--- src/rtl/rfc_pkg.sv ---
package rfc_pkg;

    typedef enum logic [1:0] {
        WIN_IDLE  = 2'd0,
        WIN_ARMED = 2'd1,
        WIN_OPEN  = 2'd2,
        WIN_DRAIN = 2'd3
    } win_state_e;

    typedef struct packed {
        win_state_e st;
        logic       done;
        logic       nosig;
    } win_regs_t;

endpackage

--- src/rtl/rfc_edge_sync.sv ---
module rfc_edge_sync #(
    parameter int STAGES = 2
) (
    input  logic clk,
    input  logic rst_n,
    input  logic async_in,
    output logic rise_o
);
    localparam int CHAIN = STAGES + 1;

    logic [CHAIN-1:0] chain_q;
    logic [CHAIN-1:0] chain_d;

    always_comb begin
        chain_d = {chain_q[CHAIN-2:0], async_in};
    end

    always_ff @(posedge clk or negedge rst_n) begin
        if (!rst_n) chain_q <= '0;
        else        chain_q <= chain_d;
    end

    assign rise_o = chain_q[STAGES-1] & ~chain_q[STAGES];

    // A rise pulse lasts one cycle, so each input edge is counted once
    p_rise_single_r4: assert property (@(posedge clk) disable iff (!rst_n)
        rise_o |=> !rise_o);

endmodule

--- src/rtl/rfc_window_ctrl.sv ---
module rfc_window_ctrl
    import rfc_pkg::*;
(
    input  logic clk,
    input  logic rst_n,
    input  logic gate,
    input  logic rise,
    output logic open_o,
    output logic run_o,
    output logic done_o,
    output logic nosig_o
);
    win_regs_t q, d;

    always_comb begin
        d      = q;
        d.done = 1'b0;
        open_o = 1'b0;
        unique case (q.st)
            WIN_IDLE: begin
                if (gate) d.st = WIN_ARMED;
            end
            WIN_ARMED: begin
                if (!gate) begin
                    d.st    = WIN_IDLE;
                    d.nosig = 1'b1;
                end else if (rise) begin
                    d.st    = WIN_OPEN;
                    d.nosig = 1'b0;
                    open_o  = 1'b1;
                end
            end
            WIN_OPEN: begin
                if (!gate) d.st = WIN_DRAIN;
            end
            WIN_DRAIN: begin
                if (rise) begin
                    d.st   = WIN_IDLE;
                    d.done = 1'b1;
                end
            end
            default: d.st = WIN_IDLE;
        endcase
    end

    always_ff @(posedge clk or negedge rst_n) begin
        if (!rst_n) q <= '{st: WIN_IDLE, done: 1'b0, nosig: 1'b0};
        else        q <= d;
    end

    assign run_o   = (q.st == WIN_OPEN) || (q.st == WIN_DRAIN);
    assign done_o  = q.done;
    assign nosig_o = q.nosig;

    p_open_gated_r2: assert property (@(posedge clk) disable iff (!rst_n)
        open_o |-> (gate && rise));

    p_close_on_edge_r3: assert property (@(posedge clk) disable iff (!rst_n)
        done_o |-> $past(rise));

    p_done_pulse_r6: assert property (@(posedge clk) disable iff (!rst_n)
        done_o |=> !done_o);

    p_abort_no_done_r8: assert property (@(posedge clk) disable iff (!rst_n)
        $rose(nosig_o) |-> (!done_o && $past(!gate)));

endmodule

--- src/rtl/rfc_count_pair.sv ---
module rfc_count_pair #(
    parameter int W = 32
) (
    input  logic         clk,
    input  logic         rst_n,
    input  logic         clr,
    input  logic         run,
    input  logic         tick,
    output logic [W-1:0] ref_cnt,
    output logic [W-1:0] meas_cnt
);
    localparam logic [W-1:0] ONE = {{(W-1){1'b0}}, 1'b1};

    logic [W-1:0] ref_d, ref_q;
    logic [W-1:0] meas_d, meas_q;

    always_comb begin
        ref_d  = ref_q;
        meas_d = meas_q;
        if (clr) begin
            ref_d  = '0;
            meas_d = '0;
        end else if (run) begin
            ref_d  = ref_q + ONE;
            if (tick) meas_d = meas_q + ONE;
        end
    end

    always_ff @(posedge clk or negedge rst_n) begin
        if (!rst_n) begin
            ref_q  <= '0;
            meas_q <= '0;
        end else begin
            ref_q  <= ref_d;
            meas_q <= meas_d;
        end
    end

    assign ref_cnt  = ref_q;
    assign meas_cnt = meas_q;

    p_ref_step_r5: assert property (@(posedge clk) disable iff (!rst_n)
        (run && !clr) |=> (ref_cnt == $past(ref_cnt) + ONE));

    p_hold_r7: assert property (@(posedge clk) disable iff (!rst_n)
        (!run && !clr) |=> ($stable(ref_cnt) && $stable(meas_cnt)));

endmodule

--- src/rtl/recip_freq_counter.sv ---
module recip_freq_counter #(
    parameter int CNT_W       = 32,
    parameter int SYNC_STAGES = 2
) (
    input  logic             clk,
    input  logic             rst_n,
    input  logic             meas_in,
    input  logic             gate_req,
    output logic [CNT_W-1:0] ref_count,
    output logic [CNT_W-1:0] meas_count,
    output logic             done,
    output logic             no_signal
);
    logic rise;
    logic open_w;
    logic run_w;

    rfc_edge_sync #(.STAGES(SYNC_STAGES)) u_sync (
        .clk      (clk),
        .rst_n    (rst_n),
        .async_in (meas_in),
        .rise_o   (rise)
    );

    rfc_window_ctrl u_ctrl (
        .clk     (clk),
        .rst_n   (rst_n),
        .gate    (gate_req),
        .rise    (rise),
        .open_o  (open_w),
        .run_o   (run_w),
        .done_o  (done),
        .nosig_o (no_signal)
    );

    rfc_count_pair #(.W(CNT_W)) u_cnt (
        .clk      (clk),
        .rst_n    (rst_n),
        .clr      (open_w),
        .run      (run_w),
        .tick     (rise),
        .ref_cnt  (ref_count),
        .meas_cnt (meas_count)
    );

    p_meas_le_ref_r4: assert property (@(posedge clk) disable iff (!rst_n)
        done |-> (meas_count <= ref_count));

endmodule

--- config.mk ---
export PLATFORM = sky130hd
export DESIGN_NAME = recip_freq_counter
export DESIGN_NICKNAME = d
export VERILOG_FILES = /design/src/rtl/rfc_pkg.sv /design/src/rtl/rfc_edge_sync.sv /design/src/rtl/rfc_window_ctrl.sv /design/src/rtl/rfc_count_pair.sv /design/src/rtl/recip_freq_counter.sv
export SDC_FILE = /design/constraint.sdc
export NUM_CORES = 1
export LEC_CHECK = 0
export BUFFER_PORTS_ARGS = -buffer_cell sky130_fd_sc_hd__buf_2
export CORE_UTILIZATION = 40
export DETAILED_ROUTE_END_ITERATION = 12
export GPL_ROUTABILITY_DRIVEN = 0
export GPL_TIMING_DRIVEN = 0
export PLACE_DENSITY = 0.7
export SLEW_MARGIN = 10
export SYNTH_ARGS = -nofsm -noshare
export SYNTH_HDL_FRONTEND = slang
export SYNTH_HIERARCHICAL = 1
export SYNTH_SLANG_ARGS = --single-unit
--- constraint.sdc ---
create_clock -name clk -period 3.64 [get_ports clk]
set_input_delay 0 -clock clk [delete_from_list [all_inputs] [get_ports clk]]
set_output_delay 0 -clock clk [all_outputs]
set_load 0.02 [all_outputs]
==> results.py, run 1 <==
metrics = {
    "timing": {
        "finalCritPeriodShare_pct": 64.41,
        "worstMarginPinSlew_ns": 0.6255,
        "worst_slack_ns": 1.296,
        "drv_slew": 0,
        "relSlewSlack_pct": 57.98,
        "finClkSkew_ns": 0.009722,
        "fin_setup_tns_ns": 0,
        "fmax_mhz": 426.6,
        "final_hold_viol_count": 0,
        "rsz0062_at_grt": "no",
        "finalSetupViolations": 0,
        "period_needed_ns": 2.344,
        "whs_ns": 0.1169,
    },
    "global_route": {
        "grt_pass1_wl_um": 12590,
        "gr-usage-all-layers_pct": 18.25,
        "overflow": 0,
        "antenna_found_initial": 0,
        "grt_start_max_net_pins": 46,
        "grt_pass1_vias": 2647,
    },
    "route": {
        "wl_um": 7920,
        "drtAntennaViolNets": 0,
        "remaining_drc_errors": 0,
        "wire_per_inst_um": 14.59,
        "via_per_inst": 5.190,
        "vias": 2818,
        "drtPass1Iterations": 4,
        "detail_route.iter0.violations": 135,
    },
    "critical_path": {
        "crit_start": "u_sync/chain_q[2]",
        "path_class": "flip-flop to flip-flop",
        "cp-start-kind": "flip-flop",
        "cp.depth": 7,
        "path_delay_family": "simple AND/OR/NAND/NOR gates",
        "rr_worst_depth": 7,
        "critPathArrivalTime_ns": 2.56,
        "worstSetupEndpointType": "flip-flop",
        "cp_slowest_stage_delay_ns": 0.40,
        "cp_max_fo": 6,
        "cp.required_ns": 3.86,
        "timing.rr.start": "u_sync/chain_q[2]",
        "cp_cell_sequence": "nor2b_4, and4b_1, a21oi_2, nor3_1, and3_1, and4_1, mux2_1",
        "crit_slowest_cell": "dfrtp_1",
        "crit_buf_inv": 0,
    },
    "layout": {
        "layout.nets": 439,
        "nFillCells": 818,
        "final_cell_mix": "buf_2, dfrtp_1, nor2_1",
        "regArea_um2": 1777,
        "drive_above_1_share_pct": 25.34,
        "area_growth_pct": 21.44,
        "utilization_pct": 51.32,
        "multi_input_area_um2": 1664,
        "insertedDiodeCount": 0,
    },
    "synthesis": {
        "ys_types": 45,
        "synth_edf_count": 0,
        "synth-compound-area-share_pct": 3.744,
        "synth_xor_area_share_pct": 12.86,
        "syn_area_um2": 3542,
        "synth-seq-cells": 71,
        "synthMuxAreaShare_pct": 0.6005,
        "synth_area_leaders": "dfrtp_1, xor2_1, xnor2_1",
        "yosys.area_share.simple_pct": 29.07,
        "syn_inst": 349,
        "synth_adder_area_share_pct": 0.7065,
        "synth_ff_type": "dfrtp_1",
        "ys_seq_area_share_pct": 50.16,
        "yosysWarnings": 6,
        "async_flop_share_pct": 100.0,
        "syn_area_per_cell_um2": 10.15,
        "syn-num-nets": 355,
        "synth_top_area_share_pct": 50.16,
        "synth_top_family_by_area": "simple AND/OR/NAND/NOR gates",
        "yosysTopAreaCell": "dfrtp_1",
    },
    "cts": {
        "insertion_delay_ns": 0.34,
        "cts.repair.resized": 0,
        "clockBufferDepth": 2,
        "root_buffer": "clkbuf_8",
        "htree_levels": 3,
        "numCtsBuffers": 9,
        "cts_sinks": 71,
        "cts_tree": "done",
        "clkTransAtPathRegs_ns": 0.08,
    },
    "place": {
        "port_buffers": 69,
        "place_hpwl_um": 5555,
        "place_ws_ns": 1.306,
    },
    "pwr": {
        "power_density_nw_per_um2": 602.5,
        "p_leak_nw": 2.098,
        "total_power_w": 0.002592,
        "ir_drop_v": 0.0003063,
    },
    "floorplanning": {
        "die_area_um2": 9235,
        "initial_core_util_pct": 42.26,
        "die_w_um": 96.10,
        "die_y_um": 96.10,
        "top_level_ports": 70,
        "rows": 33,
        "design.core.area_um2": 8382,
    },
    "flow_run": {
        "drv_cap": 0,
    },
    "status": {
        "status": "complete, no violations",
    },
    "hold_path": {
        "hp-class": "input port to async pin",
    },
}
[metal layers]
| layer | track usage, % | routed length [um] | up-vias |
|---|---|---|---|
| li1 | - | - | 1379 |
| met1 | 24.84 | 3776 | 1381 |
| met2 | 28.07 | 3760 | 50 |
| met3 | 3.002 | 268 | 8 |
| met4 | 9.204 | 114 | 0 |
| met5 | 0 | 0 | - |
[what timing repair did]
action	4_1_cts	5_1_grt
buffers inserted	0	0
hold buffers	3	0
hold endpoints to repair	74	0
[final cells by class]
type | count | area share, %
multi-input combinational | 255 | 38.69
clock inverter | 5 | 1.891
inverter | 9 | 0.7853
clock buffer | 11 | 3.287
buffer | 14 | 1.571
tap | 105 | 3.054
sequential | 71 | 41.30
timing repair buffer | 73 | 9.424
[logic make-up (layout without fill, tap and decap cells)]
kind of cell	Yosys count	after routing
buffers and inverters	23	112
AOI/OAI and AO/OA	22	22
muxes	2	2
adders and majority gates	2	2
and+or+nand+nor	177	177
DFF	71	71
xor gates and xnor gates	52	52
[cell usage after synthesis (4+ instances only)]
cell,count
a21oi_1,9
nor3_2,5
o21ai_0,6
nand3_1,19
nand2_1,21
and4_1,9
dfrtp_1,71
buf_1,4
and3_1,7
nor3_1,4
nand4_1,20
inv_1,9
xor2_1,27
nor2_1,58
or3_1,6
clkbuf_1,4
xnor2_1,25
[through the flow]
| step | cells | cell area [um^2] |
|---|---|---|
| CTS | 543 | 4302 |
| detailed placement | 524 | 4049 |
| floorplan | 349 | 3542 |
| global route | 543 | 4302 |
| global placement | 523 | 4019 |
| finish | 543 | 4302 |
[worst paths after layout]
kind	to	slack [ns]
worst min-delay path	u_cnt/meas_cnt[9]	0.12
worst max register to register	u_cnt/meas_cnt[29]	1.30
worst min register to register	u_sync/chain_q[1]	0.35
min in group clk	u_sync/chain_q[0]	0.30
max in group asynchronous	u_cnt/ref_cnt[4]	2.96
worst max-delay path	u_cnt/meas_cnt[29]	1.30
[registers in the layout, indices dropped and copies added (netlist names), named ones only]
signal and count:
u_ctrl/q 1, u_cnt/meas_cnt 32, u_ctrl/nosig_o 1, u_sync/chain_q 3
u_ctrl/done_o 1, u_cnt/ref_cnt 32
[where the power goes]
part	switching, W	internal (W)	total [W]
Sequential	0.000217	0.000959	0.00118
Clock	0.000297	0.000405	0.000702
Combinational	0.000437	0.000276	0.000713
Power figures use the tool's default switching activity.
==> run 2: changes to the inputs <==
clock period = 2.4 ns   (was 3.64 ns; I/O delays follow)
==> results.py, run 2 (synthesis results as in run 1) <==
metrics = {
    "floorplanning": {
        "rows": 33,
        "top_level_ports": 70,
        "die_y_um": 96.10,
        "die_area_um2": 9235,
        "design.core.area_um2": 8382,
        "initial_core_util_pct": 42.26,
        "die_w_um": 96.10,
    },
    "cts": {
        "cts_tree": "done",
        "numCtsBuffers": 9,
        "insertion_delay_ns": 0.34,
        "cts_sinks": 71,
        "clockBufferDepth": 2,
        "clkTransAtPathRegs_ns": 0.08,
        "root_buffer": "clkbuf_8",
        "htree_levels": 3,
    },
    "pwr": {
        "p_leak_nw": 2.098,
        "ir_drop_v": 0.0004650,
        "total_power_w": 0.003933,
        "power_density_nw_per_um2": 913.2,
    },
    "place": {
        "place_area_um2": 4049,
        "dp_cells": 524,
        "port_buffers": 69,
        "place_hpwl_um": 5555,
    },
    "layout": {
        "layout.nets": 439,
        "multi_input_area_um2": 1669,
        "area_growth_pct": 21.58,
        "stdcell_count": 543,
        "insertedDiodeCount": 0,
        "final_cell_mix": "buf_2, dfrtp_1, nor2_1",
        "nFillCells": 818,
        "drive_above_1_share_pct": 25.57,
        "stdcell_area_um2": 4307,
        "regArea_um2": 1777,
    },
    "route": {
        "remaining_drc_errors": 0,
        "drtAntennaViolNets": 0,
        "wl_um": 7930,
        "detail_route.iter0.violations": 151,
        "wire_per_inst_um": 14.60,
        "via_per_inst": 5.195,
        "drtPass1Iterations": 4,
        "vias": 2821,
    },
    "critical_path": {
        "timing.rr.start": "u_sync/chain_q[2]",
        "crit_end": "u_cnt/meas_cnt[29]",
        "cp-start-kind": "flip-flop",
        "critPathArrivalTime_ns": 2.45,
        "cp_cell_sequence": "nor2b_4, and4b_1, a21oi_2, nor3_2, and3_1, and4_1, mux2_1",
        "timing.rr.end": "u_cnt/meas_cnt[29]",
        "rr_worst_depth": 7,
        "path_class": "flip-flop to flip-flop",
        "cp.required_ns": 2.62,
        "worstSetupEndpointType": "flip-flop",
        "cp_slowest_stage_delay_ns": 0.40,
        "cp_max_fo": 6,
        "crit_start": "u_sync/chain_q[2]",
        "crit_slowest_cell": "dfrtp_1",
        "rrSetupSlack_ns": 0.17,
    },
    "status": {
        "status": "complete, no violations",
    },
    "timing": {
        "final_hold_viol_count": 0,
        "fin_setup_tns_ns": 0,
        "finClkSkew_ns": 0.009724,
        "whs_ns": 0.1157,
        "finalSetupViolations": 0,
        "relSlewSlack_pct": 58.78,
        "finalCritPeriodShare_pct": 92.88,
        "fmax_mhz": 448.6,
        "worstMarginPinSlew_ns": 0.6137,
        "drv_slew": 0,
        "rsz0062_at_grt": "no",
        "period_needed_ns": 2.229,
    },
    "global_route": {
        "grt_pass1_wl_um": 12590,
        "grt_pass1_vias": 2647,
        "grt_start_max_net_pins": 46,
        "antenna_found_initial": 0,
        "overflow": 0,
        "gr-usage-all-layers_pct": 18.25,
    },
    "hold_path": {
        "hp-class": "input port to async pin",
    },
    "flow_run": {
        "drv_cap": 0,
    },
}
[run 2: cell types whose count changed in the layout (fill, tap and decap cells not counted)]
cell,change
nor3_1,-1
nor3_2,+1
[run 2: worst min-delay path by stage]
stage	startpoint	endpoint	slack [ns]	cells after the start
floorplan	rst_n	u_cnt/meas_cnt[0]	-0.30	0
global placement	meas_in	u_sync/chain_q[0]	0.11	1
detailed placement	rst_n	u_cnt/meas_cnt[7]	-0.05	1
CTS	rst_n	u_cnt/meas_cnt[7]	0.11	2
global route	rst_n	u_cnt/meas_cnt[7]	0.14	2
finish	rst_n	u_cnt/meas_cnt[9]	0.12	2
[run 2: final cells by class]
type / count / share of cell area [%]
multi-input combinational: 255 / 38.76
inverter: 9 / 0.7844
clock buffer: 11 / 3.283
sequential: 71 / 41.25
timing repair buffer: 73 / 9.413
buffer: 14 / 1.569
tap: 105 / 3.051
clock inverter: 5 / 1.888
[run 2: routing by layer]
metal,track usage (%),vias to the layer above,share of wire [%]
met5,0,-,0
met4,9.204,0,1.5
met3,3.002,8,3.6
met2,28.07,49,48
met1,24.84,1385,47
li1,-,1379,-
[run 2: power breakdown]
group	leakage (nW)	internal [W]	switching (W)	total (W)
Combinational	1.03	0.000418	0.000664	0.00108
Sequential	0.954	0.00145	0.000329	0.00178
Clock	0.110	0.000614	0.000453	0.00107
[run 2: per-stage QoR]
stage / utilization, % / setup slack (ns)
after detailed placement: 48.31 / 0.06636
after floorplan: - / 0.3990
after CTS: 51.32 / 0.04581
after global routing: 51.38 / 0.02799
after global placement: 47.95 / 0.09533
final: 51.38 / 0.1709
[run 2: worst max-delay path: cells and delay by family, from the launching register on]
kind	cells	cell delay, ns
multiplexers	1	0.32
AND/OR/NAND/NOR	5	1.29
AO/OA/AOI/OAI	1	0.10
flip-flops	1	0.40
[run 2: what timing repair did]
item	CTS	global route
hold buffers	3	0
setup buffers	0	0
endpoints found under the setup margin	0	1
gates resized for setup	0	1
hold endpoints to repair	74	0
